### src/rtl/tt_pkg.sv
package tt_pkg;
  localparam int unsigned CNT_W  = 32;
  localparam int unsigned OVF_W  = 4;
  localparam int unsigned ADDR_W = 2;
  localparam int unsigned CTRL_W = 8;

  typedef enum logic [ADDR_W-1:0] {
    A_CTRL = 2'd0,
    A_CMP  = 2'd1,
    A_CNT  = 2'd2,
    A_RSVD = 2'd3
  } reg_addr_e;

  localparam int unsigned B_EN   = 0;
  localparam int unsigned B_RST  = 1;
  localparam int unsigned B_CLR  = 2;
  localparam int unsigned B_OVF0 = 4;
endpackage

### src/rtl/tt_regs.sv
module tt_regs
  import tt_pkg::*;
#(
  parameter int unsigned CW = CNT_W,
  parameter int unsigned OW = OVF_W
) (
  input  logic              clk_i,
  input  logic              rst_ni,
  input  logic              we_i,
  input  logic [ADDR_W-1:0] addr_i,
  input  logic [CW-1:0]     wdata_i,
  input  logic [CW-1:0]     cnt_i,
  input  logic [OW-1:0]     ovf_i,
  output logic              en_o,
  output logic              rst_on_cmp_o,
  output logic [CW-1:0]     cmp_o,
  output logic              cnt_wr_o,
  output logic              ovf_clr_o,
  output logic [CW-1:0]     rdata_o
);
  logic          en_q, roc_q;
  logic [CW-1:0] cmp_q;
  logic          wr_ctrl, wr_cmp;
  logic [CTRL_W-1:0] ctrl_rd;

  assign wr_ctrl   = we_i && (addr_i == A_CTRL);
  assign wr_cmp    = we_i && (addr_i == A_CMP);
  assign cnt_wr_o  = we_i && (addr_i == A_CNT);
  assign ovf_clr_o = wr_ctrl && wdata_i[B_CLR];

  always_ff @(posedge clk_i or negedge rst_ni) begin
    if (!rst_ni) begin
      en_q  <= 1'b0;
      roc_q <= 1'b0;
    end else if (wr_ctrl) begin
      en_q  <= wdata_i[B_EN];
      roc_q <= wdata_i[B_RST];
    end
  end

  always_ff @(posedge clk_i or negedge rst_ni) begin
    if (!rst_ni)     cmp_q <= '0;
    else if (wr_cmp) cmp_q <= wdata_i;
  end

  always_comb begin
    ctrl_rd = '0;
    ctrl_rd[B_EN]  = en_q;
    ctrl_rd[B_RST] = roc_q;
    ctrl_rd[B_OVF0 +: OW] = ovf_i;
  end

  always_comb begin
    unique case (addr_i)
      A_CTRL:  rdata_o = CW'(ctrl_rd);
      A_CMP:   rdata_o = cmp_q;
      A_CNT:   rdata_o = cnt_i;
      default: rdata_o = '0;
    endcase
  end

  assign en_o         = en_q;
  assign rst_on_cmp_o = roc_q;
  assign cmp_o        = cmp_q;

  p_cmp_hold_r9: assert property (@(posedge clk_i) disable iff (!rst_ni)
    !wr_cmp |=> $stable(cmp_q));
  p_ctrl_load_r7: assert property (@(posedge clk_i) disable iff (!rst_ni)
    wr_ctrl |=> (en_q == $past(wdata_i[B_EN])) && (roc_q == $past(wdata_i[B_RST])));
endmodule

### src/rtl/tt_count.sv
module tt_count
  import tt_pkg::*;
#(
  parameter int unsigned CW = CNT_W
) (
  input  logic          clk_i,
  input  logic          rst_ni,
  input  logic          tick_i,
  input  logic          en_i,
  input  logic          rst_on_cmp_i,
  input  logic [CW-1:0] cmp_i,
  input  logic          load_i,
  input  logic [CW-1:0] load_val_i,
  output logic [CW-1:0] cnt_o,
  output logic          match_o
);
  logic [CW-1:0] cnt_q, cnt_d;
  logic          step;

  assign step    = en_i && tick_i;
  assign match_o = step && (cnt_q == cmp_i);

  always_comb begin
    cnt_d = cnt_q;
    if (load_i)                      cnt_d = load_val_i;
    else if (match_o && rst_on_cmp_i) cnt_d = '0;
    else if (step)                   cnt_d = cnt_q + 1'b1;
  end

  always_ff @(posedge clk_i or negedge rst_ni) begin
    if (!rst_ni) cnt_q <= '0;
    else         cnt_q <= cnt_d;
  end

  assign cnt_o = cnt_q;

  p_hold_idle_r2: assert property (@(posedge clk_i) disable iff (!rst_ni)
    (!step && !load_i) |=> $stable(cnt_q));
  p_restart_r4: assert property (@(posedge clk_i) disable iff (!rst_ni)
    (match_o && rst_on_cmp_i && !load_i) |=> (cnt_q == '0));
  p_load_wins_r8: assert property (@(posedge clk_i) disable iff (!rst_ni)
    load_i |=> (cnt_q == $past(load_val_i)));
endmodule

### src/rtl/tt_ovf.sv
module tt_ovf
  import tt_pkg::*;
#(
  parameter int unsigned OW = OVF_W
) (
  input  logic          clk_i,
  input  logic          rst_ni,
  input  logic          inc_i,
  input  logic          clr_i,
  output logic [OW-1:0] ovf_o
);
  logic [OW-1:0] ovf_q;

  always_ff @(posedge clk_i or negedge rst_ni) begin
    if (!rst_ni)    ovf_q <= '0;
    else if (clr_i) ovf_q <= '0;
    else if (inc_i) ovf_q <= ovf_q + 1'b1;
  end

  assign ovf_o = ovf_q;

  p_tally_inc_r5: assert property (@(posedge clk_i) disable iff (!rst_ni)
    (inc_i && !clr_i) |=> (ovf_q == OW'($past(ovf_q) + 1'b1)));
  p_tally_clr_r6: assert property (@(posedge clk_i) disable iff (!rst_ni)
    clr_i |=> (ovf_q == '0));
endmodule

### src/rtl/tick_timer_cmp.sv
module tick_timer_cmp
  import tt_pkg::*;
#(
  parameter int unsigned CW = CNT_W,
  parameter int unsigned OW = OVF_W
) (
  input  logic              clk_i,
  input  logic              rst_ni,
  input  logic              tick_i,
  input  logic              reg_we_i,
  input  logic [ADDR_W-1:0] reg_addr_i,
  input  logic [CW-1:0]     reg_wdata_i,
  output logic [CW-1:0]     reg_rdata_o,
  output logic              irq_o
);
  logic          en, roc, cnt_wr, ovf_clr, match;
  logic [CW-1:0] cmp, cnt;
  logic [OW-1:0] ovf;
  logic          irq_q;

  tt_regs #(.CW(CW), .OW(OW)) i_regs (
    .clk_i, .rst_ni,
    .we_i(reg_we_i), .addr_i(reg_addr_i), .wdata_i(reg_wdata_i),
    .cnt_i(cnt), .ovf_i(ovf),
    .en_o(en), .rst_on_cmp_o(roc), .cmp_o(cmp),
    .cnt_wr_o(cnt_wr), .ovf_clr_o(ovf_clr), .rdata_o(reg_rdata_o)
  );

  tt_count #(.CW(CW)) i_count (
    .clk_i, .rst_ni, .tick_i,
    .en_i(en), .rst_on_cmp_i(roc), .cmp_i(cmp),
    .load_i(cnt_wr), .load_val_i(reg_wdata_i),
    .cnt_o(cnt), .match_o(match)
  );

  tt_ovf #(.OW(OW)) i_ovf (
    .clk_i, .rst_ni, .inc_i(match), .clr_i(ovf_clr), .ovf_o(ovf)
  );

  always_ff @(posedge clk_i or negedge rst_ni) begin
    if (!rst_ni) irq_q <= 1'b0;
    else         irq_q <= match;
  end

  assign irq_o = irq_q;

  p_irq_cause_r3: assert property (@(posedge clk_i) disable iff (!rst_ni)
    irq_o |-> ($past(tick_i) && $past(en)));
  p_irq_tally_r5: assert property (@(posedge clk_i) disable iff (!rst_ni)
    (irq_o && !$past(ovf_clr)) |-> (ovf == OW'($past(ovf) + 1'b1)));
endmodule

### config.mk
export PLATFORM = sky130hd
export DESIGN_NAME = tick_timer_cmp
export DESIGN_NICKNAME = d
export VERILOG_FILES = /design/src/rtl/tt_pkg.sv /design/src/rtl/tt_regs.sv /design/src/rtl/tt_count.sv /design/src/rtl/tt_ovf.sv /design/src/rtl/tick_timer_cmp.sv
export SDC_FILE = /design/constraint.sdc
export NUM_CORES = 1
export LEC_CHECK = 0
export ABC_CLOCK_PERIOD_IN_PS = 2400
export BUFFER_PORTS_ARGS = -buffer_cell sky130_fd_sc_hd__buf_2
export CAP_MARGIN = 10
export CORE_MARGIN = 5
export CORE_UTILIZATION = 58
export CTS_CLUSTER_SIZE = 30
export DETAILED_ROUTE_END_ITERATION = 6
export PLACE_DENSITY_LB_ADDON = 0.15
export SYNTH_ARGS = -nofsm -noshare
export SYNTH_HDL_FRONTEND = slang
export SYNTH_SLANG_ARGS = --single-unit
### constraint.sdc
create_clock -name clk_i -period 2.4 [get_ports clk_i]
set_input_delay 0.12 -clock clk_i [delete_from_list [all_inputs] [get_ports clk_i]]
set_output_delay 0.12 -clock clk_i [all_outputs]
set_load 0.02 [all_outputs]
After elaboration in Yosys (flattened, before gate mapping)
Index checks and enable logic that the tools add are counted.
- $add $sub $neg: 2
- eq/ne operators: 3
- muxes and demuxes: 6
- reductions and logical operators: 10
- operators by type and width (operator ; number):
    $mux 32 ; 3
    $pmux 32 s3 ; 1
    $add 32x1->32 const B ; 1
    $eq 32x32->1 ; 1
    $mux 4 ; 2
    $logic_and 1x1->1 ; 7
    $add 4x1->4 const B ; 1
    $reduce_bool 3->1 ; 1
    $eq 2x1->1 const B ; 1
    $eq 2x2->1 const B ; 1
    $logic_not 2->1 ; 1
    $reduce_bool 2->1 ; 1
- register bits after elaboration: 71
- input bits: 38
- output and inout port bits: 33
- word-level logic and storage cells: 27

Depth between registers and ports, before layout
- depth in word-level cells: 5
- depth in mapped cells: 9
- gate-level depth less buffers: 7

Modules after synthesis
From an unflattened synthesis, not the netlist that was laid out.
- cells, all modules: 399
- area total of the unflattened synthesis: 4445.5 um2
- modules (own cells, without submodules) (module ; instances ; cells an instance ; area each (um2) ; sequential area each (um2)):
    tt_count ; 1 ; 258 ; 2382.3 ; 800.8
    tt_regs ; 1 ; 124 ; 1845.5 ; 850.8
    tt_ovf ; 1 ; 16 ; 192.7 ; 100.1
    tick_timer_cmp ; 1 ; 1 ; 25.0 ; 25.0

Worst setup path after synthesis
OpenSTA, ideal clock, no wires.
- path kind: register to register
- start: register i_count.cnt_q[17], in the netlist i_count.cnt_o[17]
- end: register i_count.cnt_q[25], in the netlist i_count.cnt_o[25]
- library setup time: 0.137 ns
- arrival time: 1.796 ns
- data required time: 2.263 ns
- path slack: 0.467 ns
- stages on the path, launching flop included: 9
- path buffers: 2
- clock period less this slack: 1.933 ns
- path through: dfrtp_1 buf_6 xor2_1 nor4_2 and3_2 nand4b_2 buf_6 a222oi_1 o31ai_1
- word-level cells in the longest chain between the ends: 5
- elaborated cells on any way between the ends: 8
- classes of those cells: 1 x add/sub; 1 x eq/ne; 3 x mux; 3 x reduce/logical
- ends and longest elaborated chain (element ; line ; text):
    start: declaration ; tt_count.sv:17 ; logic [CW-1:0] cnt_q, cnt_d;
    start signal: assignment ; tt_count.sv:32 ; else cnt_q <= cnt_d;
    branches (longest 5 deep; another with $add 32x1->32) ; -- ;
Parallel ways; which one is timed is not known. The select of a mux whose other input is x is not followed.
A chain may end at the register's enable or synchronous reset.

Final worst setup path
- start: register i_count.cnt_q[17], in the netlist i_count.cnt_o[17]
- end: register i_ovf.ovf_q[3], in the netlist i_ovf.ovf_o[3]
- word-level cells in the longest chain between the ends: 3
- ends and longest elaborated chain (element ; line ; text):
    $eq 32x32->1 ; tt_count.sv:21 ; assign match_o = step && (cnt_q == cmp_i);
    $logic_and 1x1->1 ; tt_count.sv:21 ;
    via i_count.match_o ; tt_count.sv:15 ; output logic match_o
    $reduce_bool 2->1 (no line) ; -- ;
    end signal: assignment ; tt_ovf.sv:17 ; else if (inc_i) ovf_q <= ovf_q + 1'b1;
    end: declaration ; tt_ovf.sv:12 ; logic [OW-1:0] ovf_q;
The timed path passes the listed nets, and every way through them passes these cells.

==> metrics.yaml <==
run:
  drv_cap: 0
timing:
  setup_tns_ns: 0
  min_period_ns: 2.25
  fin_crit_sh: 0.936
  rsz0062_at_grt: "false"
  hold_viol: 0
  worst_slew_margin_rel: 0.398
  slew_violations: 0
  final.setup_skew_ns: 0.00954
  setup_violations: 0
  setup_slack_ns: 0.154
  worstMarginPinSlew_ns: 0.903
  max_freq_ghz: 0.445
detailed_routing:
  totalWireLength_microns: 14600
  highest_layer: "met4"
  route.met2.wl_microns: 6920
  drc: 0
  routedWlPerCell_microns: 20.5
  antenna_left: 0
  met3_length_microns: 1080
  drt-pass1-iter-count: 5
  wl_met1_microns: 6230
  vias_per_cell: 6.45
  drtIter0Drc: 339
  vias: 4593
placement:
  pre_cts_ws_ns: 0.143
  gp_congestion: 0.909
  dp_hpwl_microns: 10300
  numPortBuffers: 70
  placed_cell_area_sq_um: 5240
  dp_cells: 678
critical_path:
  end_kind: "flop"
  startpoint_type: "flop"
  timing.critical_path.fanout_max: 8
  critical_path_class: "reg -> reg"
  rrSetupSlack_ns: 0.15
  cp.required_ns: 2.61
  cp.arrival_ns: 2.46
logic_synthesis:
  synth_edf_count: 0
  synth_area_per_cell_sq_um: 9.02
  netlist_top_cells_count: "dfrtp_1, nand3_1, nand2_1, mux2_2, clkbuf_1"
  ys_seq_area_frac: 0.374
  yosysTopAreaCell: "dfrtp_1"
  synthTopCellsByArea: "dfrtp_1, mux2_2, nand3_1"
  synth_nets: 566
  synthCells: 526
  syn-cell-area_sq_um: 4750
  synthArstFlopShare: 1.00
  synthFlopType: "dfrtp_1"
  yosysTopAreaCellShare: 0.374
  ys_ff_latch: 71
  synth_cell_type_count: 50
  post-synth-top-count-cell: "dfrtp_1"
  yosys_warnings: 0
cts:
  path_clk_slew_ns: 0.08
  cts_tree: "done"
  clk_latency_ns: 0.35
  cts-buffers-inserted: 9
  post_cts_buffers: 0
  clock_path_buffers: 2
  cts.sink_count: 71
  ctsRootBufferMaster: "clkbuf_8"
  h-tree-depth: 3
final_layout:
  final_cell_area_sq_um: 5670
  nets: 642
  drive_gt1_frac: 0.282
  areaGrowthSynthToFinish_pct: 19.4
  multi_input_area_sq_um: 2720
  fillCellCount: 656
  seq_area_sq_um: 1780
  final_util: 0.700
  fin_cells: 712
  n_antenna_cell: 0
global_routing:
  grt_pass1_wl_microns: 23600
  gr-total-overflow: 0
  grt_pass1_vias: 4492
  grt_max_degree: 56
  track_usage: 0.298
  grt_antenna_before_repair: 0
die:
  ios: 71
  die_w_microns: 100
  core_sq_um: 8090
  num_rows: 33
  die_h_microns: 100
  start_util: 0.586
  die-area_sq_um: 10100
power_and_ir_drop:
  peakVddDrop_uv: 413
  p_leak_nw: 2.43
  powerDensity_nw_per_um2: 839
min_path:
  hp-class: "in -> reg"
status:
  status: "completed"
-- final cells by class --
cell class,instances,share of cell area
Multi-Input combinational cell,397,0.480
Sequential cell,71,0.314
Timing Repair Buffer,117,0.139
Clock buffer,11,0.0267
Tap cell,105,0.0232
Clock inverter,5,0.0141
Inverter,6,0.00397
-- flip-flops by register name (all words and copies together), names as in the netlist --
name / flops
i_count.cnt_o: 32
i_regs.cmp_o: 32
i_ovf.ovf_o: 4
i_regs.en_o: 1
i_regs.rst_on_cmp_o: 1
irq_o: 1
-- cells in the final DEF, fill, tap and decap left out, types with 4 or more instances in the layout --
cell           synthesis  layout
and3_2                 4       4
nor4_1                26      26
buf_2                 16      70
o21ai_0               27      27
dfrtp_1               71      71
xor2_1                21      21
nor3_1                 6       6
clkbuf_8               0      11
buf_4                  3      26
mux2i_1                9       9
nor2_1                20      20
nand2_1               49      49
a21oi_1               12      12
xnor2_1               13      13
mux2_2                36      36
a22o_1                25      25
and4_1                 5       5
nand3_1               50      50
dlygate4sd3_1          0      18
and3_1                22      22
nand4_1               19      19
o22ai_1                4       4
inv_1                  6       6
-- worst max-delay path, stage by stage, from the launching register on --
cell and delay [ns]:
dfrtp_1 0.47, xor2_1 0.23, nor4_2 0.40, nand4_1 0.24, nor4_4 0.48, a21oi_1 0.13
a2bb2oi_1 0.16
-- power by group --
group / total (mW) / internal [mW] / switching [mW] / leakage, nW
Combinational: 1.88 / 0.794 / 1.09 / 1.54
Sequential: 1.74 / 1.42 / 0.325 / 0.780
Clock: 1.13 / 0.641 / 0.490 / 0.112
Total: 4.75 / 2.85 / 1.90 / 2.43
-- per-stage QoR --
stage                     total power [mW]  hold slack, ns
after detailed placement              3.55           0.296
after CTS                             4.72        0.000533
after global routing                  5.01          0.0158
final                                 4.75         0.00413
after floorplan                       3.00          -0.176
after global placement                3.52           0.297
-- routing by layer --
layer / global-route usage / vias to the layer above
li1: - / 2097
met1: 0.404 / 2239
met2: 0.488 / 220
met3: 0.0505 / 37
met4: 0.0922 / 0
met5: 0 / -
-- logic make-up after synthesis --
family	after synthesis	synth area share
compound gates	88	0.127
xor+xnor	34	0.0627
fa+ha+maj	2	0.00527
buf+inv	58	0.0572
flops	71	0.374
mux	45	0.104
simple gates	228	0.269
-- repair_timing --
item	CTS	global route
endpoints found under the setup margin	0	3
hold endpoints to repair	55	0
hold buffers	18	0
resized for setup	0	2
-- final timing paths --
path,cells past startpoint,to,start
hold reg to reg,1,i_regs.cmp_o[31],i_regs.cmp_o[31]
max in group asynchronous,3,i_count.cnt_o[20],rst_ni
min in group asynchronous,2,i_regs.cmp_o[6],rst_ni
setup / recovery,6,i_ovf.ovf_o[3],i_count.cnt_o[17]
setup reg to reg,6,i_ovf.ovf_o[3],i_count.cnt_o[17]
hold / removal,3,i_count.cnt_o[5],reg_wdata_i[5]
No activity file was read; power rests on OpenSTA's default activity.
